===== src/rtl/dac_cmd_pkg.sv =====
package dac_cmd_pkg;

    localparam int WORD_W = 24;
    localparam int ADDR_W = 4;
    localparam int FUNC_W = 8;
    localparam int VAL_W  = 12;
    localparam int CHAN_W = 4;
    localparam int CNT_W  = $clog2(WORD_W + 2);
    localparam int CNT_MAX = WORD_W + 1;

    localparam logic [FUNC_W-1:0] FN_FIFO = 8'hC1;
    localparam logic [FUNC_W-1:0] FN_GAIN = 8'hC3;
    localparam logic [2:0] GRP_OFFSET = 3'b111;
    localparam logic [2:0] GRP_BIAS   = 3'b110;
    localparam logic [CHAN_W-1:0] CHAN_REF  = 4'd15;
    localparam logic [CHAN_W-1:0] BIAS_BASE = 4'd7;

    typedef struct packed {
        logic [ADDR_W-1:0] addr;
        logic [FUNC_W-1:0] func;
        logic [VAL_W-1:0]  val;
    } cmd_word_t;

    typedef enum logic [1:0] {
        K_NONE = 2'd0,
        K_LOAD = 2'd1,
        K_GAIN = 2'd2,
        K_FIFO = 2'd3
    } cmd_kind_t;

    typedef struct packed {
        cmd_kind_t         kind;
        logic [CHAN_W-1:0] chan;
    } cmd_dec_t;

    function automatic cmd_dec_t classify(input logic [FUNC_W-1:0] fn);
        cmd_dec_t d;
        logic [2:0] idx;
        d.kind = K_NONE;
        d.chan = '0;
        idx = fn[4:2];
        if (fn == FN_FIFO) begin
            d.kind = K_FIFO;
        end else if (fn == FN_GAIN) begin
            d.kind = K_GAIN;
        end else if (fn[1:0] == 2'b00) begin
            if (fn[7:5] == GRP_OFFSET) begin
                d.kind = K_LOAD;
                d.chan = {1'b0, idx};
            end else if (fn[7:5] == GRP_BIAS) begin
                d.kind = K_LOAD;
                d.chan = (idx == 3'd0) ? CHAN_REF : BIAS_BASE + {1'b0, idx};
            end
        end
        return d;
    endfunction

endpackage


===== src/rtl/dac_sync.sv =====
module dac_sync #(
    parameter int W      = 3,
    parameter int STAGES = 2
) (
    input  logic         clk,
    input  logic         rst,
    input  logic [W-1:0] d_in,
    output logic [W-1:0] d_out
);

    logic [W-1:0] stage_q [STAGES];

    generate
        for (genvar s = 0; s < STAGES; s++) begin : g_stage
            if (s == 0) begin : g_first
                always_ff @(posedge clk) begin
                    if (rst) stage_q[0] <= '0;
                    else     stage_q[0] <= d_in;
                end
            end else begin : g_next
                always_ff @(posedge clk) begin
                    if (rst) stage_q[s] <= '0;
                    else     stage_q[s] <= stage_q[s-1];
                end
            end
        end
    endgenerate

    assign d_out = stage_q[STAGES-1];

endmodule


===== src/rtl/dac_shift.sv =====
module dac_shift
    import dac_cmd_pkg::*;
(
    input  logic      clk,
    input  logic      rst,
    input  logic      s_clk,
    input  logic      s_dat,
    input  logic      s_frame,
    output logic      word_stb,
    output cmd_word_t word
);

    logic              clk_q;
    logic              frame_q;
    logic [WORD_W-1:0] sh_q;
    logic [CNT_W-1:0]  cnt_q;
    logic              edge_rise;
    logic              frame_fall;

    assign edge_rise  = s_clk & ~clk_q;
    assign frame_fall = frame_q & ~s_frame;

    always_ff @(posedge clk) begin
        if (rst) begin
            clk_q    <= 1'b0;
            frame_q  <= 1'b0;
            sh_q     <= '0;
            cnt_q    <= '0;
            word_stb <= 1'b0;
        end else begin
            clk_q    <= s_clk;
            frame_q  <= s_frame;
            word_stb <= frame_fall && (cnt_q == CNT_W'(WORD_W));
            if (s_frame) begin
                if (edge_rise) begin
                    sh_q <= {sh_q[WORD_W-2:0], s_dat};
                    if (cnt_q != CNT_W'(CNT_MAX)) cnt_q <= cnt_q + 1'b1;
                end
            end else begin
                cnt_q <= '0;
            end
        end
    end

    assign word = cmd_word_t'(sh_q);

    AST_CNT_BOUND: assert property (@(posedge clk) disable iff (rst)
        cnt_q <= CNT_W'(CNT_MAX));
    AST_NO_SHIFT_IDLE: assert property (@(posedge clk) disable iff (rst)
        !s_frame |=> $stable(sh_q));

endmodule


===== src/rtl/dac_decode.sv =====
module dac_decode
    import dac_cmd_pkg::*;
(
    input  logic              clk,
    input  logic              rst,
    input  logic              word_stb,
    input  cmd_word_t         word,
    input  logic [ADDR_W-1:0] brd_addr,
    output logic              ld_valid,
    output logic [CHAN_W-1:0] ld_chan,
    output logic [VAL_W-1:0]  ld_value,
    output logic              gain_slow,
    output logic              fifo_clear
);

    cmd_dec_t dec;
    logic     addr_ok;

    assign dec     = classify(word.func);
    assign addr_ok = (word.addr == brd_addr);

    always_ff @(posedge clk) begin
        if (rst) begin
            ld_valid   <= 1'b0;
            ld_chan    <= '0;
            ld_value   <= '0;
            gain_slow  <= 1'b0;
            fifo_clear <= 1'b0;
        end else begin
            ld_valid   <= word_stb && addr_ok && (dec.kind == K_LOAD);
            fifo_clear <= word_stb && (dec.kind == K_FIFO);
            if (word_stb && addr_ok && dec.kind == K_LOAD) begin
                ld_chan  <= dec.chan;
                ld_value <= word.val;
            end
            if (word_stb && addr_ok && dec.kind == K_GAIN) begin
                gain_slow <= word.val[0];
            end
        end
    end

    AST_LOAD_PULSE: assert property (@(posedge clk) disable iff (rst)
        ld_valid |=> !ld_valid);
    AST_FIFO_PULSE: assert property (@(posedge clk) disable iff (rst)
        fifo_clear |=> !fifo_clear);
    AST_LOAD_FROM_WORD: assert property (@(posedge clk) disable iff (rst)
        ld_valid |-> $past(word_stb));
    AST_GAIN_HOLD: assert property (@(posedge clk) disable iff (rst)
        !$past(word_stb) |-> $stable(gain_slow));
    AST_ONE_KIND: assert property (@(posedge clk) disable iff (rst)
        !(ld_valid && fifo_clear));

endmodule


===== src/rtl/dac_cmd_rx.sv =====
module dac_cmd_rx
    import dac_cmd_pkg::*;
#(
    parameter int SYNC_STAGES = 2
) (
    input  logic        clk,
    input  logic        rst,
    input  logic        ser_clk,
    input  logic        ser_dat,
    input  logic        ser_frame,
    input  logic [3:0]  brd_jumper,
    output logic        ld_valid,
    output logic [3:0]  ld_chan,
    output logic [11:0] ld_value,
    output logic        gain_slow,
    output logic        fifo_clear
);

    logic [2:0] raw_in;
    logic [2:0] sync_out;
    logic       word_stb;
    cmd_word_t  word;

    assign raw_in = {ser_frame, ser_dat, ser_clk};

    dac_sync #(.W(3), .STAGES(SYNC_STAGES)) u_sync (
        .clk   (clk),
        .rst   (rst),
        .d_in  (raw_in),
        .d_out (sync_out)
    );

    dac_shift u_shift (
        .clk      (clk),
        .rst      (rst),
        .s_clk    (sync_out[0]),
        .s_dat    (sync_out[1]),
        .s_frame  (sync_out[2]),
        .word_stb (word_stb),
        .word     (word)
    );

    dac_decode u_dec (
        .clk        (clk),
        .rst        (rst),
        .word_stb   (word_stb),
        .word       (word),
        .brd_addr   (brd_jumper),
        .ld_valid   (ld_valid),
        .ld_chan    (ld_chan),
        .ld_value   (ld_value),
        .gain_slow  (gain_slow),
        .fifo_clear (fifo_clear)
    );

endmodule


===== config.mk =====
export PLATFORM = sky130hd
export DESIGN_NAME = dac_cmd_rx
export DESIGN_NICKNAME = d
export VERILOG_FILES = /design/src/rtl/dac_cmd_pkg.sv /design/src/rtl/dac_sync.sv /design/src/rtl/dac_shift.sv /design/src/rtl/dac_decode.sv /design/src/rtl/dac_cmd_rx.sv
export SDC_FILE = /design/constraint.sdc
export NUM_CORES = 1
export LEC_CHECK = 0
export BUFFER_PORTS_ARGS = -buffer_cell sky130_fd_sc_hd__clkbuf_2
export CORE_MARGIN = 2
export CORE_UTILIZATION = 34
export CTS_CLUSTER_SIZE = 24
export DETAILED_ROUTE_END_ITERATION = 8
export MAX_ROUTING_LAYER = met4
export PLACE_DENSITY = 0.61
export REMOVE_ABC_BUFFERS = 1
export SYNTH_ARGS = -nofsm -noshare
export SYNTH_HDL_FRONTEND = slang
export SYNTH_SLANG_ARGS = --single-unit

===== constraint.sdc =====
create_clock -name clk -period 2.1 [get_ports clk]
set_input_delay 0.21 -clock clk [delete_from_list [all_inputs] [get_ports clk]]
set_output_delay 0.21 -clock clk [all_outputs]
set_load 0.02 [all_outputs]

==> metrics.md <==
| Metric | Value |
|---|---|
| Cell Chain, Critical Path | `inv_1 -> ha_1 -> nand4b_1 -> or4b_1 -> or3_1 -> a21oi_1` |
| Avg Cell Area, Syn | `8.33 um2` |
| Reg2Reg Depth | `6` |
| I/O pin total | `28` |
| # placed instances | `359` |
| Number of global-route vias before repair | `approximately 1,700` |
| Routed wire length | `~4500 um` |
| Initial drt markers | `105` |
| WL/cell | `12.0 um` |
| Final Util | `between 40 and 50%` |
| Port Buffers | `27` |
| Switching portion of total power | `between 20% and 30%` |
| Yosys warns | `0` |
| RSZ-0062 raised after global routing | `false` |
| Cell area power density | `768 mW/mm2` |
| Seq/Total Area, Yosys | `51.5%` |
| Fin. max-slew vios | `0` |
| Total number of vias | `1,831` |
| Syn-to-layout area delta | `17.2%` |
| Non-filler cells, final | `between 300 and 400` |
| Post-CTS sizing | `0` |
| Area after DPL | `0.00243 mm2` |
| Worst reg2reg endpoint | `u_dec.gain_slow` |
| Hold depth | `2` |
| Clock Tree Buf Depth | `2` |
| CTS tree | `built` |
| Clock Latency Late Sink | `0.33 ns` |
| CP Class | `reg2reg` |
| Rel. slew slack | `64.6%` |
| First-pass GRT wire length | `7610 um` |
| Die W | `84.7 um` |
| Tot Pwr | `2.00 mW` |
| Slowest CP cell | `or4b_1` |
| Pre-CTS setup slack | `0.293 ns` |
| Vias per std cell | `4.90` |
| Worst-path fanout max | `5` |
| Most common cell in the netlist | `dfxtp_1` |
| Reg-to-reg critical path startpoint | `u_shift.word[14]` |
| CTS Buf Count | `9` |
| Worst Hold Margin | `0.0860 ns` |
| Initial antenna violation count | `0` |
| Data arrival time of the worst path | `2.12 ns` |
| Sequential Power Share | `54.6%` |
| Gate power share | `2.4%` |
| Cell taking the most area after synthesis | `dfxtp_1` |
| Global Route Usage Sum | `between 10% and 20%` |
| Number of synthesized register bits | `57` |
| Area of the core | `0.00631 mm2` |
| Die area | `around 0.007 mm2` |
| Post-synth top flop | `dfxtp_1` |
| Cell Rows | `29` |
| Reg-to-reg setup timing slack | `0.23 ns` |
| Leak | `0.912 nW` |
| Pin count of the biggest net entering global routing | `28` |
| Status | `finished clean` |
| Top post-synthesis cells by count | `57 x dfxtp_1, 54 x nand2_1, 42 x a21oi_1` |
| Required time of the critical path | `2.36 ns` |
| Final setup viols | `0` |
| Worst Setup Start Kind | `flop` |
| Clock power share | `42.9%` |
| Hold endpoint | `u_sync.stage_q[0][2]` |
| Post-DRT Antenna Nets | `0` |
| Clk sinks | `57` |
| Synth top area share | `about half` |
| Hold Path Class | `in2reg` |
| Sw power | `roughly 0.45 mW` |
| Fin crit share | `88.9%` |
| CP max stage delay | `0.50 ns` |
| Max Cap Violations | `0` |
| Skew final | `about 0.0076 ns` |
| Post-route setup TNS | `0 ns` |
| Overall die height | `84.7 um` |
| Final hold vios | `0` |
| DRC | `0` |
| Fin nets | `just over 300` |
| Hold_sp | `ser_frame` |
| Clock slew at reported path FFs | `0.07 ns` |
| Min Tclk post-route | `1.87 ns` |
| Peak supply drop | `between 0.5 and 0.6 mV` |
| Ys async rst share | `0%` |
| Post-Syn Area | `0.00222 mm2` |
| Cells after Synth | `266` |
| Fill cell count | `between 600 and 700` |
| F_max | `536 MHz` |
| Clock Tree Root | `clkbuf_8` |
| Post-DP HPWL | `2950 um` |
| Post-synth EDFFs | `0` |
| H-tree levels | `3` |
| Cts hold-fix bufs | `0` |
| Top post-synthesis cells by area | `dfxtp_1 51%, a21oi_1 9.5%, nand2_1 9.1%` |
| Internal | `1.55 mW` |
| CP Capture Type | `flop` |
| Unique masters post-synth | `29` |
| Layout cells sized above 1 | `16.5%` |
| Design area | `0.00260 mm2` |
| RD Place Congestion | `between 0.7 and 0.8` |
| Slew @ Worst Pin | `0.531 ns` |
| # Post-CTS Setup Buffers | `0` |
| Initial Utilization | `35.1%` |
| Number of antenna diodes | `0` |
| Gr ovfl total | `0` |
| Drt first pass iters | `4` |
| Final worst slack | `0.234 ns` |
==> per-layer routing <==
metal / vias to the layer above / global-route usage (%) / part of all wire (%)
met5: - / - / 0
met4: 0 / 4.91 / 0.80
met2: 49 / 19.9 / 45
li1: 943 / - / -
met1: 835 / 17.5 / 49
met3: 4 / 5.21 / 5.4
==> final cells by class <==
class,count,area (um2),share of cell area [%]
Clock inverter,4,20.0,0.771
Tap cell,77,96.3,3.71
Multi-Input combinational cell,184,980,37.7
Sequential cell,57,1140,44.0
Clock buffer,11,141,5.45
Timing Repair Buffer,35,195,7.52
Inverter,6,22.5,0.867
==> critical path, delay by kind of cell, from the launching register on <==
family	cells	cell delay, ns
AOI/OAI and AO/OA	1	0.15
adders and majority gates	1	0.23
DFF	1	0.35
buffers and inverters	1	0.11
and+or+nand+nor	3	0.95
==> state kept, by name (all words and copies together), names as in the netlist, 4 cells and up <==
name            flops
u_shift.word       24
u_dec.ld_value     12
u_sync.stage_q      6
u_shift.cnt_q       5
u_dec.ld_chan       4
==> cell usage in the layout, fill, tap and decap left out, drive strengths merged, types with 3 or more instances in the layout <==
| master | Yosys | routed |
|---|---|---|
| a21oi | 42 | 42 |
| buf | 0 | 8 |
| clkbuf | 19 | 38 |
| clkinv | 0 | 4 |
| dfxtp | 57 | 57 |
| ha | 5 | 5 |
| inv | 6 | 6 |
| nand2 | 54 | 54 |
| nand2b | 3 | 3 |
| nand3 | 16 | 16 |
| nand4 | 4 | 4 |
| nor2 | 8 | 8 |
| nor2b | 9 | 9 |
| o21ai | 17 | 17 |
| xnor2 | 5 | 5 |
| xor2 | 3 | 3 |
==> kinds of logic (layout without fill, tap and decap cells) <==
| group | Yosys count | in the layout | share of synthesized area (%) |
|---|---|---|---|
| compound gates | 60 | 60 | 13.7 |
| xor+xnor | 8 | 8 | 3.16 |
| fa+ha+maj | 5 | 5 | 2.82 |
| buf+inv | 25 | 56 | 4.29 |
| flops | 57 | 57 | 51.5 |
| mux | 2 | 2 | 0.903 |
| simple gates | 109 | 109 | 23.7 |
==> power groups by stage <==
stage	logic [mW]	clock network [mW]	registers [mW]
2_1_floorplan	0.0181	0	1.11
3_3_place_gp	0.0490	0	1.11
3_5_place_dp	0.0496	0	1.11
4_1_cts	0.0496	0.887	1.09
5_1_grt	0.0542	0.928	1.09
6_report	0.0487	0.857	1.09
==> worst max path at each step <==
stage	start	endpoint	slack [ns]
after floorplan	u_shift.word[12]	u_dec.ld_chan[3]	0.33
after global placement	u_shift.word[14]	u_dec.gain_slow	0.33
after detailed placement	u_shift.word[14]	u_dec.gain_slow	0.29
after CTS	u_shift.word[14]	u_dec.gain_slow	0.25
after global routing	u_shift.word[14]	u_dec.gain_slow	0.11
final	u_shift.word[14]	u_dec.gain_slow	0.23
No activity file was read; power rests on OpenSTA's default activity.
